--- src/rtl/spi_mmap_pkg.sv ---
package spi_mmap_pkg;
  typedef enum logic [1:0] {
    MD_READ  = 2'd0,
    MD_FAST  = 2'd1,
    MD_WRITE = 2'd2,
    MD_USER  = 2'd3
  } mode_e;

  typedef enum logic [2:0] {
    PH_IDLE, PH_WREN, PH_GAP, PH_CMD, PH_ADDR, PH_DUMMY, PH_DATA
  } phase_e;

  localparam int CSOFF_BIT = 2;
  localparam int A4_BIT    = 13;
  localparam int OP_LSB    = 16;
  localparam logic [7:0] OP_READ = 8'h03;
  localparam logic [7:0] OP_WREN = 8'h06;
endpackage

--- src/rtl/spi_mmap_shift.sv ---
module spi_mmap_shift #(
  parameter int DIV_W = 8
) (
  input  logic             clk_i,
  input  logic             rst_ni,
  input  logic             start_i,
  input  logic [7:0]       tx_i,
  input  logic [DIV_W-1:0] div_i,
  input  logic             miso_i,
  output logic             done_o,
  output logic [7:0]       rx_o,
  output logic             sclk_o,
  output logic             mosi_o
);
  logic             active_q, sclk_q, done_q;
  logic [7:0]       sh_q, rx_q;
  logic [2:0]       bit_q;
  logic [DIV_W-1:0] cnt_q;

  always_ff @(posedge clk_i or negedge rst_ni) begin
    if (!rst_ni) begin
      active_q <= 1'b0; sclk_q <= 1'b0; done_q <= 1'b0;
      sh_q <= '0; rx_q <= '0; bit_q <= '0; cnt_q <= '0;
    end else begin
      done_q <= 1'b0;
      if (start_i && !active_q) begin
        active_q <= 1'b1; sh_q <= tx_i; cnt_q <= '0; bit_q <= '0; sclk_q <= 1'b0;
      end else if (active_q) begin
        if (cnt_q == div_i) begin
          cnt_q <= '0;
          if (!sclk_q) begin
            sclk_q <= 1'b1;
            rx_q   <= {rx_q[6:0], miso_i};
          end else begin
            sclk_q <= 1'b0;
            if (bit_q == 3'd7) begin
              active_q <= 1'b0;
              done_q   <= 1'b1;
            end else begin
              bit_q <= bit_q + 3'd1;
              sh_q  <= {sh_q[6:0], 1'b0};
            end
          end
        end else begin
          cnt_q <= cnt_q + 1'b1;
        end
      end
    end
  end

  assign done_o = done_q;
  assign rx_o   = rx_q;
  assign sclk_o = sclk_q;
  assign mosi_o = sh_q[7];
endmodule

--- src/rtl/spi_mmap_seq.sv ---
module spi_mmap_seq
  import spi_mmap_pkg::*;
#(
  parameter int DATA_BYTES = 4,
  parameter int DUM_W      = 3,
  localparam int DW   = 8 * DATA_BYTES,
  localparam int SZ_W = $clog2(DATA_BYTES),
  localparam int CW   = 8
) (
  input  logic             clk_i,
  input  logic             rst_ni,
  input  logic             acc_i,
  input  logic             we_i,
  input  mode_e            mode_i,
  input  logic [7:0]       op_i,
  input  logic             a4_i,
  input  logic [31:0]      addr_i,
  input  logic [DW-1:0]    wdata_i,
  input  logic [SZ_W-1:0]  nlast_i,
  input  logic [DUM_W-1:0] dum_i,
  input  logic             done_i,
  input  logic [7:0]       rx_i,
  output logic             start_o,
  output logic [7:0]       tx_o,
  output logic             cs_clr_o,
  output logic             cs_set_o,
  output logic             idle_o,
  output logic [DW-1:0]    rdata_o
);
  phase_e           ph_q;
  mode_e            mode_q;
  logic             we_q, a4_q, infl_q;
  logic [7:0]       op_q;
  logic [31:0]      addr_q;
  logic [DW-1:0]    wdata_q, rdata_q;
  logic [SZ_W-1:0]  nlast_q;
  logic [DUM_W-1:0] dum_q;
  logic [CW-1:0]    cnt_q, alast;
  logic             byte_done, data_last;

  assign alast     = a4_q ? CW'(3) : CW'(2);
  assign byte_done = infl_q && done_i;
  assign data_last = (cnt_q == CW'(nlast_q));

  always_comb begin
    unique case (ph_q)
      PH_WREN: tx_o = OP_WREN;
      PH_CMD:  tx_o = op_q;
      PH_ADDR: tx_o = 8'(addr_q >> (8 * (alast - cnt_q)));
      PH_DATA: tx_o = we_q ? 8'(wdata_q >> (8 * cnt_q)) : 8'h00;
      default: tx_o = 8'h00;
    endcase
  end

  assign start_o  = !infl_q && (ph_q != PH_IDLE) && (ph_q != PH_GAP);
  assign cs_clr_o = (acc_i && mode_i != MD_USER) || (ph_q == PH_GAP);
  assign cs_set_o = byte_done && ((ph_q == PH_WREN) ||
                    (ph_q == PH_DATA && data_last && mode_q != MD_USER));
  assign idle_o   = (ph_q == PH_IDLE);
  assign rdata_o  = rdata_q;

  always_ff @(posedge clk_i or negedge rst_ni) begin
    if (!rst_ni) begin
      ph_q <= PH_IDLE; mode_q <= MD_READ; we_q <= 1'b0; a4_q <= 1'b0;
      infl_q <= 1'b0; op_q <= '0; addr_q <= '0; wdata_q <= '0;
      rdata_q <= '0; nlast_q <= '0; dum_q <= '0; cnt_q <= '0;
    end else if (acc_i) begin
      mode_q <= mode_i; we_q <= we_i; a4_q <= a4_i; op_q <= op_i;
      addr_q <= addr_i; wdata_q <= wdata_i; nlast_q <= nlast_i; dum_q <= dum_i;
      rdata_q <= '0; cnt_q <= '0; infl_q <= 1'b0;
      ph_q <= (mode_i == MD_USER)  ? PH_DATA :
              (mode_i == MD_WRITE) ? PH_WREN : PH_CMD;
    end else begin
      if (start_o) infl_q <= 1'b1;
      if (ph_q == PH_GAP) ph_q <= PH_CMD;
      if (byte_done) begin
        infl_q <= 1'b0;
        unique case (ph_q)
          PH_WREN: ph_q <= PH_GAP;
          PH_CMD: begin ph_q <= PH_ADDR; cnt_q <= '0; end
          PH_ADDR:
            if (cnt_q == alast) begin
              cnt_q <= '0;
              ph_q  <= (mode_q == MD_FAST && dum_q != '0) ? PH_DUMMY : PH_DATA;
            end else cnt_q <= cnt_q + 1'b1;
          PH_DUMMY:
            if (cnt_q == CW'(dum_q) - 1'b1) begin cnt_q <= '0; ph_q <= PH_DATA; end
            else cnt_q <= cnt_q + 1'b1;
          PH_DATA: begin
            for (int i = 0; i < DATA_BYTES; i++)
              if (!we_q && cnt_q == CW'(i)) rdata_q[8*i +: 8] <= rx_i;
            if (data_last) ph_q <= PH_IDLE;
            else cnt_q <= cnt_q + 1'b1;
          end
          default: ;
        endcase
      end
    end
  end
endmodule

--- src/rtl/spi_mmap_ctrl.sv ---
module spi_mmap_ctrl
  import spi_mmap_pkg::*;
#(
  parameter int DATA_BYTES = 4,
  parameter int DIV_W      = 8,
  parameter int DUM_W      = 3,
  parameter int SEG_RST    = 24,
  parameter int DIV_RST    = 1,
  parameter int DUM_RST    = 1,
  localparam int DW   = 8 * DATA_BYTES,
  localparam int SZ_W = $clog2(DATA_BYTES)
) (
  input  logic            clk_i,
  input  logic            rst_ni,
  input  logic            cfg_we_i,
  input  logic [1:0]      cfg_addr_i,
  input  logic [31:0]     cfg_wdata_i,
  output logic [31:0]     cfg_rdata_o,
  input  logic            mem_req_i,
  input  logic            mem_we_i,
  input  logic [31:0]     mem_addr_i,
  input  logic [SZ_W-1:0] mem_size_i,
  input  logic [DW-1:0]   mem_wdata_i,
  output logic [DW-1:0]   mem_rdata_o,
  output logic            mem_ready_o,
  output logic            mem_err_o,
  output logic            spi_sclk_o,
  output logic            spi_cs_no,
  output logic            spi_mosi_o,
  input  logic            spi_miso_i
);
  logic [31:0]      ctrl_q;
  logic [5:0]       seg_q;
  logic [DIV_W-1:0] div_q;
  logic [DUM_W-1:0] dum_q;
  logic             err_q;
  mode_e            mode;
  logic             idle, take, mism, acc, cs_clr, cs_set, start, done;
  logic [32:0]      win;
  logic [31:0]      mask, maddr;
  logic [7:0]       op, tx, rx;

  assign mode  = mode_e'(ctrl_q[1:0]);
  assign win   = 33'(1) << seg_q;
  assign mask  = win[31:0] - 32'd1;
  assign maddr = mem_addr_i & mask;
  assign take  = mem_req_i && idle;
  assign mism  = mem_we_i ? (mode == MD_READ || mode == MD_FAST) : (mode == MD_WRITE);
  assign acc   = take && !mism;
  assign op    = (mode == MD_READ) ? OP_READ : ctrl_q[OP_LSB +: 8];

  always_ff @(posedge clk_i or negedge rst_ni) begin
    if (!rst_ni) begin
      ctrl_q <= 32'(1) << CSOFF_BIT;
      seg_q  <= 6'(SEG_RST);
      div_q  <= DIV_W'(DIV_RST);
      dum_q  <= DUM_W'(DUM_RST);
      err_q  <= 1'b0;
    end else begin
      if (cfg_we_i) begin
        unique case (cfg_addr_i)
          2'd0: ctrl_q <= cfg_wdata_i;
          2'd1: seg_q  <= cfg_wdata_i[5:0];
          2'd2: div_q  <= cfg_wdata_i[DIV_W-1:0];
          default: dum_q <= cfg_wdata_i[DUM_W-1:0];
        endcase
      end
      if (cs_clr) ctrl_q[CSOFF_BIT] <= 1'b0;
      if (cs_set) ctrl_q[CSOFF_BIT] <= 1'b1;
      if (take) err_q <= mism || (mode != MD_USER && maddr != mem_addr_i);
    end
  end

  always_comb begin
    unique case (cfg_addr_i)
      2'd0: cfg_rdata_o = ctrl_q;
      2'd1: cfg_rdata_o = 32'(seg_q);
      2'd2: cfg_rdata_o = 32'(div_q);
      default: cfg_rdata_o = 32'(dum_q);
    endcase
  end

  spi_mmap_seq #(.DATA_BYTES(DATA_BYTES), .DUM_W(DUM_W)) u_seq (
    .clk_i, .rst_ni, .acc_i(acc), .we_i(mem_we_i), .mode_i(mode), .op_i(op),
    .a4_i(ctrl_q[A4_BIT]), .addr_i(maddr), .wdata_i(mem_wdata_i),
    .nlast_i(mem_size_i), .dum_i(dum_q), .done_i(done), .rx_i(rx),
    .start_o(start), .tx_o(tx), .cs_clr_o(cs_clr), .cs_set_o(cs_set),
    .idle_o(idle), .rdata_o(mem_rdata_o)
  );

  spi_mmap_shift #(.DIV_W(DIV_W)) u_shift (
    .clk_i, .rst_ni, .start_i(start), .tx_i(tx), .div_i(div_q),
    .miso_i(spi_miso_i), .done_o(done), .rx_o(rx),
    .sclk_o(spi_sclk_o), .mosi_o(spi_mosi_o)
  );

  assign mem_ready_o = idle;
  assign mem_err_o   = err_q;
  assign spi_cs_no   = ctrl_q[CSOFF_BIT];
endmodule

--- config.mk ---
export PLATFORM = sky130hd
export DESIGN_NAME = spi_mmap_ctrl
export DESIGN_NICKNAME = d
export VERILOG_FILES = /design/src/rtl/spi_mmap_pkg.sv /design/src/rtl/spi_mmap_shift.sv /design/src/rtl/spi_mmap_seq.sv /design/src/rtl/spi_mmap_ctrl.sv
export SDC_FILE = /design/constraint.sdc
export NUM_CORES = 1
export LEC_CHECK = 0
export BUFFER_PORTS_ARGS = -buffer_cell sky130_fd_sc_hd__buf_2
export CAP_MARGIN = 20
export CELL_PAD_IN_SITES_DETAIL_PLACEMENT = 2
export CELL_PAD_IN_SITES_GLOBAL_PLACEMENT = 2
export CORE_MARGIN = 2
export CORE_UTILIZATION = 38
export DETAILED_ROUTE_END_ITERATION = 10
export GPL_TIMING_DRIVEN = 0
export PLACE_DENSITY_LB_ADDON = 0.3
export SLEW_MARGIN = 40
export SYNTH_ARGS = -nofsm -noshare
export SYNTH_HDL_FRONTEND = slang
export SYNTH_SLANG_ARGS = --single-unit
--- constraint.sdc ---
create_clock -name clk_i -period 9.3 [get_ports clk_i]
set_input_delay 0.465 -clock clk_i [delete_from_list [all_inputs] [get_ports clk_i]]
set_output_delay 0.465 -clock clk_i [all_outputs]
set_load 0.05 [all_outputs]
# ---- After elaboration in Yosys (flattened, before gate mapping)
# Index checks and enable logic that the tools add are counted.
dict set report word_totals {
  inputBits 106
  output_inout_bits 69
  reg_bits 205
  word_cells 187
}
dict set report classes {
  bitwise 4
  n_eq_ne 26
  muxes 63
  n_reduce_logical 57
  add_sub_neg 6
  shifts 3
}
# operator n
set op_table {}
lappend op_table {{two-way mux 8 bit} 19}
lappend op_table {{two-way mux 32 bit} 3}
lappend op_table {{one-hot mux 32 bit (3 select lines)} 1}
lappend op_table {{one-hot mux 8 bit (4 select lines)} 2}
lappend op_table {{two-way mux 3 bit} 14}
lappend op_table {{AND 32 bit} 1}
lappend op_table {{!= test 32 bit} 1}
lappend op_table {{<< shifter 1 x 6 -> 32 bit (first input constant)} 1}
lappend op_table {{right shift 32 x 11 -> 8 bit} 1}
lappend op_table {{right shift 32 x 32 -> 8 bit} 1}
lappend op_table {{subtractor 32 x 1 -> 32 bit (second input constant)} 1}
lappend op_table {{equality test 8 bit} 3}
lappend op_table {{two-way mux 1 bit} 21}
lappend op_table {{nonzero test 2 bit} 9}
lappend op_table {{adder 8 x 1 -> 8 bit (second input constant)} 2}
lappend op_table {{equality test 8 x 2 -> 1 bit (second input constant)} 2}
lappend op_table {{logical AND 1 bit} 16}
lappend op_table {{one-hot mux 3 bit (5 select lines)} 1}
lappend op_table {{AND reduction 3 bit} 5}
lappend op_table {{nonzero test 3 bit} 5}
lappend op_table {{equality test 3 bit (second input constant)} 4}
lappend op_table {{AND reduction 2 bit} 6}
lappend op_table {{subtractor 8 x 8 -> 9 bit} 1}
lappend op_table {{equality test 8 x 1 -> 1 bit (second input constant)} 1}
lappend op_table {{20 further kinds} 38}

# ---- Longest topological paths before layout
dict set report depth {
  ltp_word 9
  mapped_depth 13
  depth_no_buf 9
}

# ---- Cells and area by module
# Synthesis repeated with hierarchy kept, for this count alone.
dict set report hier_totals {
  cells_unflattened 986
  hier_area_um2 10811.6
}
# module cells_per_inst instances seq_area_each_um2 area_each_um2
set by_module_without_submodules {}
lappend by_module_without_submodules {spi_mmap_seq 496 1 3128.0 5850.6}
lappend by_module_without_submodules {spi_mmap_ctrl 356 1 1257.5 3478.3}
lappend by_module_without_submodules {spi_mmap_shift 134 1 750.7 1482.7}

# ---- Worst setup path after synthesis
# OpenSTA, ideal clock, no wires.
dict set report synth_timing {
  path_type {reg-to-reg}
  start {reg seg_q[4]}
  end {reg err_q, in the netlist mem_err_o}
  path_stages_with_launch 13
  synth_period_minus_slack_ps 3055
  arrival_time_ps 2920
  path_slack_ps 6245
  setup_ps 136
  required_ps 9164
  path_cell_list {dfstp_2 clkbuf_1 or2_2 clkbuf_1 or3_1 ha_1 clkbuf_1 nor4_1 a31oi_1 a2bb2oi_1 a222oi_1 o2111a_1 a31oi_1}
}
dict set report synth_between {
  elab_chain_len 6
}
# element line
set synth_rtl {}
lappend synth_rtl {{start, declared} spi_mmap_ctrl.sv:33} ;# logic [5:0] seg_q;
lappend synth_rtl {{start signal, assigned} spi_mmap_ctrl.sv:55} ;# seg_q <= 6'(SEG_RST);
lappend synth_rtl {{start signal, assigned} spi_mmap_ctrl.sv:63} ;# 2'd1: seg_q <= cfg_wdata_i[5:0];
lappend synth_rtl {{<< shifter 1 x 6 -> 32 bit} spi_mmap_ctrl.sv:44} ;# assign win = 33'(1) << seg_q;
lappend synth_rtl {{subtractor 32 x 1 -> 32 bit} spi_mmap_ctrl.sv:45} ;# assign mask = win[31:0] - 32'd1;
lappend synth_rtl {{AND 32 bit} spi_mmap_ctrl.sv:46} ;# assign maddr = mem_addr_i & mask;
lappend synth_rtl {{!= test 32 bit} spi_mmap_ctrl.sv:70} ;# if (take) err_q <= mism || (mode != MD_USER && maddr != mem_addr_i);
lappend synth_rtl {{logical AND 1 bit} spi_mmap_ctrl.sv:70}
lappend synth_rtl {{logical OR 1 bit} spi_mmap_ctrl.sv:70}
lappend synth_rtl {{end signal, assigned} spi_mmap_ctrl.sv:70}
lappend synth_rtl {{end, declared} spi_mmap_ctrl.sv:36} ;# logic err_q;
# No other way between the ends.
# A chain may end at the register's enable or synchronous reset.

# ---- Worst setup path after layout
# Same ends and word-level chain as after synthesis.

==> results.md <==
- Final standard cell utilization of the core: 47.2%
- Number of input and output port buffers inserted: 174
- Cell depth of the worst flop-to-flop path: 12
- Num rows: 60
- Clock Latency Late Sink: 0.53 ns
- Ys flop type: sky130_fd_sc_hd__dfrtp_1
- Total global-route track usage: 27.9%
- Vias post-DR: between 9k and 10k
- Critical path origin: seg_q[4]
- Die boundary width: approximately 170 um
- Placed cell count: approximately 1.7k
- Maximum fanout along the worst path: 10
- Die height: 171 um
- Peak VDD IR: 0.123 mV
- Area of the die: 29,100 um^2
- Worst slew margin relative to its limit: 44.0%
- H-tree depth reported by CTS: 1
- Total of fill cells in the finished design: a little under 3k
- Amount of wire on met3 after detailed routing: 1.85 mm
- Final Max Tran Viols: 0
- Synth warn: 0
- Clock transition at the registers of the reported paths: 0.06 ns
- Fmax: 235 MHz
- TritonCTS Buffers: 25
- Run status: completed
- Max-capacitance violation count: 0
- Number of synthesized register bits: around 210
- Ys async rst share: 100%
- Instance count of the mapped netlist: 1,117
- Area share of the largest cell type after synthesis: ~47%
- Overall routed net length: just under 40 mm
- Class of the tightest hold or removal check: input pin to register
- Worst Setup Start Kind: register
- Top Metal Used: met5
- Count of final hold-check violations: 0
- Buffer cell driving the clock tree root: sky130_fd_sc_hd__clkbuf_16
- Total global routing overflow: 0
- Total met2 wirelength after detailed routing: 20.1 mm
- Number of antenna-violating nets in the routed design: 0
- Setup total negative slack: 0 ns
- Beginning of the worst register-to-register path: seg_q[4]
- Clock tree from TritonCTS: yes
- Initial antenna violation count: 1
- Via count of the first global-routing pass: 10.7k
- Top cells by count, synth: sky130_fd_sc_hd__nand2_1, sky130_fd_sc_hd__dfrtp_1, sky130_fd_sc_hd__mux2_2, sky130_fd_sc_hd__o21ai_0, sky130_fd_sc_hd__clkbuf_1
- Worst Setup End Kind: register
- # setup viols final: 0
- Static power due to leakage: 0.00607 uW
- Slowest CP cell: sky130_fd_sc_hd__dfstp_2
- Min-delay src: mem_wdata_i[11]
- Worst-margin pin slew: 0.840 ns
- Diodes inserted: 0
- Starting Density: 38.9%
- Total DRC errors in the routed layout: 0
- Number of buffers inserted for hold repair after clock tree synthesis: 1
- TritonCTS sink count: a little over 200
- Post-layout total power: between 2000 and 2500 uW
- Number of DRC markers in iteration 0: 459
- Final min period: 4.26 ns
- Number of synthesized flops with an enable pin: 0
- Post-Syn Area per Cell: 9.44 um^2
- Hold depth: 3
- Synth-to-layout area growth: 21.3%
- Top-level I/O count: 175
- Cells traversed along the worst timing path: clkbuf_1, or2_2, clkbuf_1, or3_1, ha_1, clkbuf_1, clkbuf_1, o21ai_1, o21ai_0, o221ai_1, nor4_1, a31oi_1
- Dominant cell type by area after synthesis: sky130_fd_sc_hd__dfrtp_1
- Largest cells by area after synthesis: sky130_fd_sc_hd__dfrtp_1, sky130_fd_sc_hd__nand2_1, sky130_fd_sc_hd__mux2_2
- Final clock period utilization by the worst path: 45.8%
- Worst slack after detailed placement: 5.21 ns
- Worst setup path category: register to register
- Maximum clock insertion buffer count: 3
- Worst EP arrival: between 4 and 5 ns
- Library cell with the highest instance count after synthesis: sky130_fd_sc_hd__nand2_1
- Quantity of gates resized following cts: 0
- Met1 wire length: around 17 mm
- Fraction of the yosys area taken by sequential cells: 48.7%
- Wire length of the first global-routing pass: 62.3 mm
- Critical path's largest stage delay: 0.53 ns
- Share of cells above drive strength 1: 24.9%
- Worst clock skew: 0.0208 ns
- Post-CTS setup buffer count: 0
- Post-Syn Nets: 1,235
- Number of nets at the end of the flow: 1,440
- Total power divided by cell area: 182 nW/um^2
- Number of standard cells in the layout, taps in and fillers out: around 1.7k
- Vias per cell: 5.55
- Largest net degree at the start of global routing: between 60 and 70
- Top cell by count, worst path: sky130_fd_sc_hd__clkbuf_1
- Routed wire per std cell: approximately 23 um
- HPWL after DPL: between 20 and 30 mm
- Cell variety after synth: 71
- First-pass detailed-route iteration total: 5
- Cell area after technology mapping: approximately 11,000 um^2
- Gpl congestion: 0.913
- Final critical-path setup slack: roughly 5.0 ns
- WP data required: 9.68 ns
- Core area: 27,100 um^2
- Unrepaired setup endpoints after global routing: false
[final timing paths]
check	slack, ns	end
setup reg to reg	5.04	mem_err_o
min in group asynchronous	0.44	u_seq.rdata_o[8]
setup / recovery	5.04	mem_err_o
max in group asynchronous	7.85	u_seq.addr_q[7]
hold / removal	0.14	u_seq.wdata_q[11]
hold reg to reg	0.47	u_seq.addr_q[0]
[critical path: cells and delay by family, from the launching register on]
kind                     cells  cell delay, ns
flip-flops                   1            0.53
AO/OA/AOI/OAI                4            0.91
AND/OR/NAND/NOR              3            0.87
adder cells (fa/ha/maj)      1            0.15
buffers and inverters        4            1.63
[cells in the final DEF (no fill, tap or decap), drive strengths merged, types with 5 or more instances in the layout]
| master | synthesis | routed |
|---|---|---|
| nand2 | 303 | 303 |
| buf | 24 | 201 |
| dfrtp | 200 | 200 |
| clkbuf | 50 | 84 |
| o21ai | 57 | 57 |
| mux2 | 56 | 56 |
| a21oi | 50 | 50 |
| nand3 | 47 | 47 |
| nor2 | 39 | 39 |
| and2 | 33 | 33 |
| inv | 30 | 31 |
| mux4 | 19 | 19 |
| xor2 | 14 | 14 |
| ha | 12 | 12 |
| nor3 | 11 | 11 |
| nor2b | 10 | 10 |
| and3 | 9 | 9 |
| nand4 | 9 | 9 |
| a31oi | 9 | 9 |
| or3 | 9 | 9 |
| nor4 | 9 | 9 |
| mux2i | 8 | 8 |
| o211ai | 8 | 8 |
| xnor2 | 7 | 7 |
| a22oi | 7 | 7 |
| o22ai | 7 | 7 |
| nand2b | 6 | 6 |
| a221o | 6 | 6 |
| or2 | 5 | 5 |
| clkinv | 0 | 5 |
| dfstp | 5 | 5 |
| nand3b | 5 | 5 |
[power breakdown]
group,switching [uW],internal [uW],total (uW)
Sequential,35.8,936,972
Clock,389,585,974
Combinational,252,132,385
Total,678,1650,2330
[layer usage]
layer	GRT usage (%)	vias up
li1	-	4264
met5	0	-
met3	4.16	79
met2	50.0	259
met1	34.7	4874
met4	8.66	2
[metrics by stage]
stage | cell area [um^2] | hold slack, ns
after global placement | 11900 | 0.446
after floorplan | 10500 | 0.169
after CTS | 12800 | 0.125
after detailed placement | 12000 | 0.388
final | 12800 | 0.139
after global routing | 12800 | 0.144
[sequential cells by signal (all words and copies together) (netlist names), 2 cells and up]
| signal | count |
|---|---|
| ctrl_q | 32 |
| div_q | 8 |
| dum_q | 3 |
| seg_q | 6 |
| u_seq.addr_q | 32 |
| u_seq.cnt_q | 8 |
| u_seq.dum_q | 3 |
| u_seq.mode_q | 2 |
| u_seq.nlast_q | 2 |
| u_seq.op_q | 8 |
| u_seq.ph_q | 3 |
| u_seq.rdata_o | 32 |
| u_seq.wdata_q | 32 |
| u_shift.bit_q | 3 |
| u_shift.cnt_q | 8 |
| u_shift.rx_o | 8 |
| u_shift.sh_q | 8 |
[final cells by class]
| class | instances | area [um^2] | area share [%] |
|---|---|---|---|
| Clock buffer | 34 | 709 | 5.54 |
| Buffer | 74 | 312 | 2.43 |
| Inverter | 30 | 113 | 0.880 |
| Sequential cell | 205 | 5140 | 40.1 |
| Tap cell | 372 | 465 | 3.64 |
| Clock inverter | 8 | 93.8 | 0.733 |
| Timing Repair Buffer | 178 | 973 | 7.61 |
| Multi-Input combinational cell | 808 | 5000 | 39.0 |
[logic make-up (layout without fill, tap and decap cells)]
group                      count (synthesis)  after routing  share of synthesized area, %
AOI/OAI and AO/OA                        182            182                          11.0
xor gates and xnor gates                  22             22                          1.96
adders and majority gates                 12             12                          1.42
buffers and inverters                    104            324                          4.01
DFF                                      205            205                          48.7
muxes                                     83             83                          10.8
and+or+nand+nor                          509            509                          22.1
Power figures use the tool's default switching activity.
